**config.mk**
```make
export PLATFORM = sky130hd
export DESIGN_NAME = keyout_pulse_gen
export DESIGN_NICKNAME = d
export VERILOG_FILES = /design/src/rtl/kpg_pkg.sv /design/src/rtl/kpg_decode.sv /design/src/rtl/kpg_timer.sv /design/src/rtl/kpg_toggle.sv /design/src/rtl/keyout_pulse_gen.sv
export SDC_FILE = /design/constraint.sdc
export NUM_CORES = 1
export LEC_CHECK = 0
export ABC_AREA = 0
export BUFFER_PORTS_ARGS = -buffer_cell sky130_fd_sc_hd__buf_2
export CORE_MARGIN = 1.5
export CORE_UTILIZATION = 24
export DETAILED_ROUTE_END_ITERATION = 16
export PLACE_DENSITY_LB_ADDON = 0.3
export SYNTH_ARGS = -nofsm -noshare
export SYNTH_HDL_FRONTEND = slang
export SYNTH_SLANG_ARGS = --single-unit
```
**constraint.sdc**
```tcl
create_clock -name clk -period 6.27 [get_ports clk]
set_input_delay 1.254 -clock clk [delete_from_list [all_inputs] [get_ports clk]]
set_output_delay 1.254 -clock clk [all_outputs]
set_load 0.01 [all_outputs]
```
**src/rtl/kpg_pkg.sv**
```systemverilog
package kpg_pkg;

    parameter int unsigned TMR_W = 16;

    typedef logic [TMR_W-1:0] ticks_t;

    typedef struct packed {
        logic   busy;
        ticks_t left;
    } tmr_s;

    typedef enum logic [1:0] {
        KIND_NONE,
        KIND_SINGLE,
        KIND_HOLD,
        KIND_CYCLIC
    } kind_e;

    typedef struct packed {
        kind_e      kind;
        logic [7:0] slot;
    } key_sel_s;

    // Map a flat key index onto an output style and a slot within it.
    function automatic key_sel_s classify(input int unsigned idx,
                                          input int unsigned n_sp,
                                          input int unsigned n_hp,
                                          input int unsigned n_cp);
        key_sel_s r;
        r.kind = KIND_NONE;
        r.slot = '0;
        if (idx < n_sp) begin
            r.kind = KIND_SINGLE;
            r.slot = 8'(idx);
        end else if (idx < n_sp + n_hp) begin
            r.kind = KIND_HOLD;
            r.slot = 8'(idx - n_sp);
        end else if (idx < n_sp + n_hp + n_cp) begin
            r.kind = KIND_CYCLIC;
            r.slot = 8'(idx - n_sp - n_hp);
        end
        return r;
    endfunction

endpackage

```
**src/rtl/kpg_decode.sv**
```systemverilog
module kpg_decode
    import kpg_pkg::*;
#(
    parameter int unsigned N_SP  = 5,
    parameter int unsigned N_HP  = 5,
    parameter int unsigned N_CP  = 2,
    parameter int unsigned KEY_W = 5
) (
    input  logic             strobe,
    input  logic [KEY_W-1:0] key_idx,
    output logic [N_SP-1:0]  sp_hit,
    output logic [N_HP-1:0]  hp_hit,
    output logic [N_CP-1:0]  cp_hit
);

    key_sel_s sel;

    always_comb begin
        sel = classify(int'(key_idx), N_SP, N_HP, N_CP);
        for (int i = 0; i < int'(N_SP); i++)
            sp_hit[i] = strobe && (sel.kind == KIND_SINGLE) && (sel.slot == 8'(i));
        for (int i = 0; i < int'(N_HP); i++)
            hp_hit[i] = strobe && (sel.kind == KIND_HOLD) && (sel.slot == 8'(i));
        for (int i = 0; i < int'(N_CP); i++)
            cp_hit[i] = strobe && (sel.kind == KIND_CYCLIC) && (sel.slot == 8'(i));
    end

endmodule

```
**src/rtl/kpg_timer.sv**
```systemverilog
module kpg_timer
    import kpg_pkg::*;
#(
    parameter int unsigned TICKS  = 4066,
    parameter bit          RETRIG = 1'b0
) (
    input  logic clk,
    input  logic rst,
    input  logic trig,
    output logic busy,
    output logic fresh
);

    tmr_s st;
    logic start;

    assign fresh = trig && !st.busy;

    generate
        if (RETRIG) begin : g_retrig
            assign start = trig;
        end else begin : g_oneshot
            assign start = fresh;
        end
    endgenerate

    always_ff @(posedge clk) begin
        if (rst) begin
            st <= '0;
        end else if (start) begin
            st.busy <= 1'b1;
            st.left <= ticks_t'(TICKS - 1);
        end else if (st.busy) begin
            if (st.left == '0) st.busy <= 1'b0;
            else               st.left <= st.left - 1'b1;
        end
    end

    assign busy = st.busy;

endmodule

```
**src/rtl/kpg_toggle.sv**
```systemverilog
module kpg_toggle #(
    parameter int unsigned GAP = 6080
) (
    input  logic clk,
    input  logic rst,
    input  logic trig,
    input  logic clear,
    output logic q
);

    logic held;
    logic press;

    kpg_timer #(.TICKS(GAP), .RETRIG(1'b1)) u_gap (
        .clk  (clk),
        .rst  (rst),
        .trig (trig),
        .busy (held),
        .fresh(press)
    );

    always_ff @(posedge clk) begin
        if (rst)        q <= 1'b0;
        else if (clear) q <= 1'b0;
        else if (press) q <= ~q;
    end

endmodule

```
**src/rtl/keyout_pulse_gen.sv**
```systemverilog
module keyout_pulse_gen #(
    parameter int unsigned N_SP     = 5,
    parameter int unsigned N_HP     = 5,
    parameter int unsigned N_CP     = 2,
    parameter int unsigned KEY_W    = 5,
    parameter int unsigned SP_TICKS = 4066,
    parameter int unsigned HP_TICKS = 6080
) (
    input  logic             clk,
    input  logic             rst,
    input  logic             strobe,
    input  logic [KEY_W-1:0] key_idx,
    input  logic             interlock_en,
    output logic [N_SP-1:0]  single_o,
    output logic [N_HP-1:0]  hold_o,
    output logic [N_CP-1:0]  cyclic_o
);

    localparam int unsigned N_LOCK = (N_HP < 2) ? N_HP : 2;

    logic [N_SP-1:0] sp_hit;
    logic [N_HP-1:0] hp_hit;
    logic [N_CP-1:0] cp_hit;
    logic [N_HP-1:0] hp_rise;
    logic [N_SP-1:0] sp_fresh;
    logic            lock_clr;

    kpg_decode #(.N_SP(N_SP), .N_HP(N_HP), .N_CP(N_CP), .KEY_W(KEY_W)) u_dec (
        .strobe (strobe),
        .key_idx(key_idx),
        .sp_hit (sp_hit),
        .hp_hit (hp_hit),
        .cp_hit (cp_hit)
    );

    genvar gi;
    generate
        for (gi = 0; gi < int'(N_SP); gi++) begin : g_sp
            kpg_timer #(.TICKS(SP_TICKS), .RETRIG(1'b0)) u_sp (
                .clk  (clk),
                .rst  (rst),
                .trig (sp_hit[gi]),
                .busy (single_o[gi]),
                .fresh(sp_fresh[gi])
            );
        end

        for (gi = 0; gi < int'(N_HP); gi++) begin : g_hp
            kpg_timer #(.TICKS(HP_TICKS), .RETRIG(1'b1)) u_hp (
                .clk  (clk),
                .rst  (rst),
                .trig (hp_hit[gi]),
                .busy (hold_o[gi]),
                .fresh(hp_rise[gi])
            );
        end
    endgenerate

    assign lock_clr = interlock_en && (|hp_rise[N_LOCK-1:0]);

    generate
        for (gi = 0; gi < int'(N_CP); gi++) begin : g_cp
            if (gi == 0) begin : g_lock
                kpg_toggle #(.GAP(HP_TICKS)) u_cp (
                    .clk  (clk),
                    .rst  (rst),
                    .trig (cp_hit[gi]),
                    .clear(lock_clr),
                    .q    (cyclic_o[gi])
                );
            end else begin : g_free
                kpg_toggle #(.GAP(HP_TICKS)) u_cp (
                    .clk  (clk),
                    .rst  (rst),
                    .trig (cp_hit[gi]),
                    .clear(1'b0),
                    .q    (cyclic_o[gi])
                );
            end
        end
    endgenerate

endmodule

```
==> key figures <==
Critical path
  – CP required: 6.70 ns
  – Crit. End Element: register
  – Worst-path maximum fanout: 17
  – Worst path max stage delay: 0.77 ns
  – Data arrival, critical path: 4.12 ns
  – Worst Path Buf+Inv: 2
  – Cells on worst reg2reg path: 6
  – Worst path depth: 9
  – Startpoint types: input pin
  – Worst-path cell chain: buf_2 -> inv_1 -> ha_1 -> a211oi_1 -> o21ai_0 -> and2_1 -> or3_1 -> or4_1 -> a21oi_2
  – Slowest cell on the critical path: or4_1
  – Top delay family on crit path: simple AND/OR/NAND/NOR gates
  – Setup Crit Path Kind: in2reg

Timing
  – Crit share post-route: 0.588
  – Setup TNS: 0 ns
  – Final setup vio count: 0
  – Least-Margin Pin Slew: 1.07 ns
  – Final Slew Violations: 0
  – Slew HR: 0.278
  – Peak Freq: approximately 270 MHz
  – Fin Clk Skew: 0.0237 ns
  – RSZ-0062 raised after global routing: false
  – Final Hold Vio Count: 0
  – Hold WS: 0.479 ns
  – Tmin final: 3.69 ns

Final layout
  – Final Cell Area: roughly 11,000 um^2
  – Layout cells sized above 1: 0.0797
  – Nets: 1,184
  – Area grow syn2layout: 13.9%
  – Layout fillers: between 4,000 and 5,000

Power and ir drop
  – Leakage: 4.06 nW
  – Peak supply drop: 0.219 mV
  – Cell Pwr Density: 263 nW/um^2

Global routing
  – Largest net degree at the start of global routing: between 100 and 150
  – Vias in the first global route: 7,451
  – First-pass GRT wire length: 35,400 um
  – Grt total ovfl: 0
  – Initial antenna violation count: 1
  – GRT Util Overall: 0.0974

Placed design
  – GPL Wtd Cong: 0.787
  – Input/output buffers: 20
  – Post-DP HPWL: 13,500 um
  – Area post-placement: 10,500 um^2

Routing
  – DRC: 0
  – DRT Pass-1 Iters: 4
  – Routed wire length: slightly above 20,000 um
  – Routed Antenna Nets: 0
  – Routed vias: 7,817
  – Drt wl/cell: 11.9 um
  – Number of DRC markers in iteration 0: 440
  – Post-DR vias/cell: 4.56

Die
  – Overall die width: 207 um
  – Die H: 207 um
  – Row count: 74
  – I/O pin count: 21
  – Area of the core: 40,900 um^2
  – Die ar.: approximately 43,000 um^2
  – Initial core utilization: 0.243

Yosys
  – Synthesized area: 9960 um^2
  – Average size of a mapped cell: 8.54 um^2
  – Yosys top cell by area: dfxtp_1
  – Number of flops mapped to enable cells by yosys: 0
  – Cells after synthesis: 1,167
  – Register area share after synthesis: 0.414
  – Synth area leaders: dfxtp_1 41%, xnor2_1 8.4%, nor3_1 5.2%, xor2_1 5.1%, a21oi_1 4.9%
  – Async SR Flop Fraction: 0
  – Top-area cell type share of the netlist area: 0.414
  – Syn Nets: 1,190
  – Unique masters post-synth: 66
  – Top FF cell, synth: dfxtp_1
  – Ys Warns: 0
  – Seq cells post-synth: 206

Clock network
  – Hold_buf cts: 0
  – CTS Buffer Depth: 3
  – Postcts setup bufs: 0
  – CTS tree: done
  – CTS sink count: 206
  – Clk slew on worst S/H paths: roughly 0.050 ns
  – Post-CTS sizing: 0
  – Clock root buffer master: clkbuf_16
  – H-tree lvl count: 1
  – Worst-Skew Late Latency: 0.51 ns
  – Num CTS Buffers: 25

Hold path
  – Worst hold-check path type: reg2reg
  – Worst hold stages: 2

Outcome
  – Status: finished, final reports clean

Flow run
  – Max-cap check violation count: 0
-- cells in the final DEF (no fill, tap or decap), types with 5 or more instances in the layout --
cell and count:
nor2b_1 13, clkbuf_1 6, a21oi_2 11, a211oi_1 5
nand2b_1 16, nand2_1 62, nand3b_1 13, or2_2 7
clkbuf_16 25, or3_1 19, nand3_1 33, or4_1 19
o21ai_1 8, a21oi_1 97, dfxtp_1 206, clkbuf_8 8
buf_2 19, and3_1 8, nor3b_1 8, inv_1 31
nor2_1 112, xor2_1 58, nor4_1 41, o21ai_0 55
nor3_1 103, ha_1 14, xnor2_1 96
-- tightest hold or removal path, cell delays in order, from the launching register on --
cell,delay (ns)
dfxtp_1,0.31
o31ai_1,0.06
a211oi_1,0.06
-- layer usage --
layer  vias up  global-route usage  share of wire
met4         0              0.0224          0.020
met5         -                   0              0
li1       4123                   -              -
met1      3595               0.131           0.51
met2        70               0.159           0.43
met3        29              0.0209          0.041
-- worst paths after layout --
| kind | start | end | slack (ns) |
|---|---|---|---|
| worst min register to register | g_sp[2].u_sp.st[13]$_SDFFE_PP0P_ | g_sp[2].u_sp.st[13]$_SDFFE_PP0P_ | 0.48 |
| worst max register to register | g_hp[0].u_hp.st[4]$_SDFFE_PP0P_ | g_hp[0].u_hp.st[5]$_SDFFE_PP0P_ | 3.68 |
| worst max-delay path | key_idx[0] | g_sp[3].u_sp.st[6]$_SDFFE_PP0P_ | 2.58 |
| worst min-delay path | g_sp[2].u_sp.st[13]$_SDFFE_PP0P_ | g_sp[2].u_sp.st[13]$_SDFFE_PP0P_ | 0.48 |
-- logic make-up (layout without fill, tap and decap cells) --
family | count (synthesis) | count (layout) | synth area share
AOI/OAI and AO/OA | 218 | 218 | 0.131
xor gates and xnor gates | 154 | 154 | 0.135
adders and majority gates | 14 | 14 | 0.0176
buffers and inverters | 85 | 97 | 0.0392
DFF | 206 | 206 | 0.414
muxes | 5 | 5 | 0.00527
other | 0 | 3 | 0
and+or+nand+nor | 485 | 485 | 0.258
-- per-stage QoR --
step / worst slack [ns] / utilization / power (mW) / instances
finish: 2.58 / 0.277 / 2.98 / 1714
global route: 2.32 / 0.277 / 3.11 / 1711
CTS: 2.62 / 0.277 / 3.04 / 1711
detailed placement: 2.10 / 0.256 / 1.52 / 1666
global placement: 2.15 / 0.256 / 1.52 / 1666
floorplan: 2.48 / - / 1.49 / 1167
-- registers in the layout, indices dropped and copies added (netlist names) --
| register | flops |
|---|---|
| g_cp.g_free.u_cp.q | 1 |
| g_cp.g_free.u_cp.u_gap.busy | 1 |
| g_cp.g_free.u_cp.u_gap.st | 16 |
| g_cp.g_lock.u_cp.q | 1 |
| g_cp.g_lock.u_cp.u_gap.busy | 1 |
| g_cp.g_lock.u_cp.u_gap.st | 16 |
| g_hp.u_hp.busy | 5 |
| g_hp.u_hp.st | 80 |
| g_sp.u_sp.busy | 5 |
| g_sp.u_sp.st | 80 |
-- cell type report --
class                   count  area (um^2)  area share
multi-input cells         876         5450       0.480
inverters                  31          116      0.0103
well taps                 532          666      0.0587
diodes                      3         7.51    0.000662
clock inverters             6          109     0.00960
flip-flops and latches    206         4120       0.364
clock buffers              39          758      0.0668
repair buffers             21          114      0.0100
-- cell usage after synthesis, drive strengths merged, types with 3 or more instances --
| cell type | count |
|---|---|
| nor4b | 5 |
| nor4 | 44 |
| a311oi | 3 |
| a21oi | 108 |
| dfxtp | 206 |
| or3 | 19 |
| or4 | 19 |
| nand3b | 13 |
| clkbuf | 35 |
| and3 | 8 |
| mux2i | 3 |
| o211ai | 4 |
| inv | 31 |
| xor2 | 58 |
| nor2 | 112 |
| o31ai | 5 |
| or2 | 8 |
| a211oi | 5 |
| nand3 | 33 |
| buf | 19 |
| o21ai | 63 |
| nand4 | 4 |
| nand2 | 62 |
| xnor2 | 96 |
| nor3b | 8 |
| o21a | 3 |
| nor3 | 103 |
| ha | 14 |
| a31oi | 5 |
| or4b | 7 |
| nor2b | 14 |
| nand2b | 16 |
| a21o | 3 |
-- power by group --
group	switching, mW	leakage (nW)	internal [mW]
logic	0.0987	1.98	0.0543
clock network	0.541	0.427	0.949
registers	0.0141	1.66	1.32
total	0.654	4.06	2.33
Power figures use the tool's default switching activity.
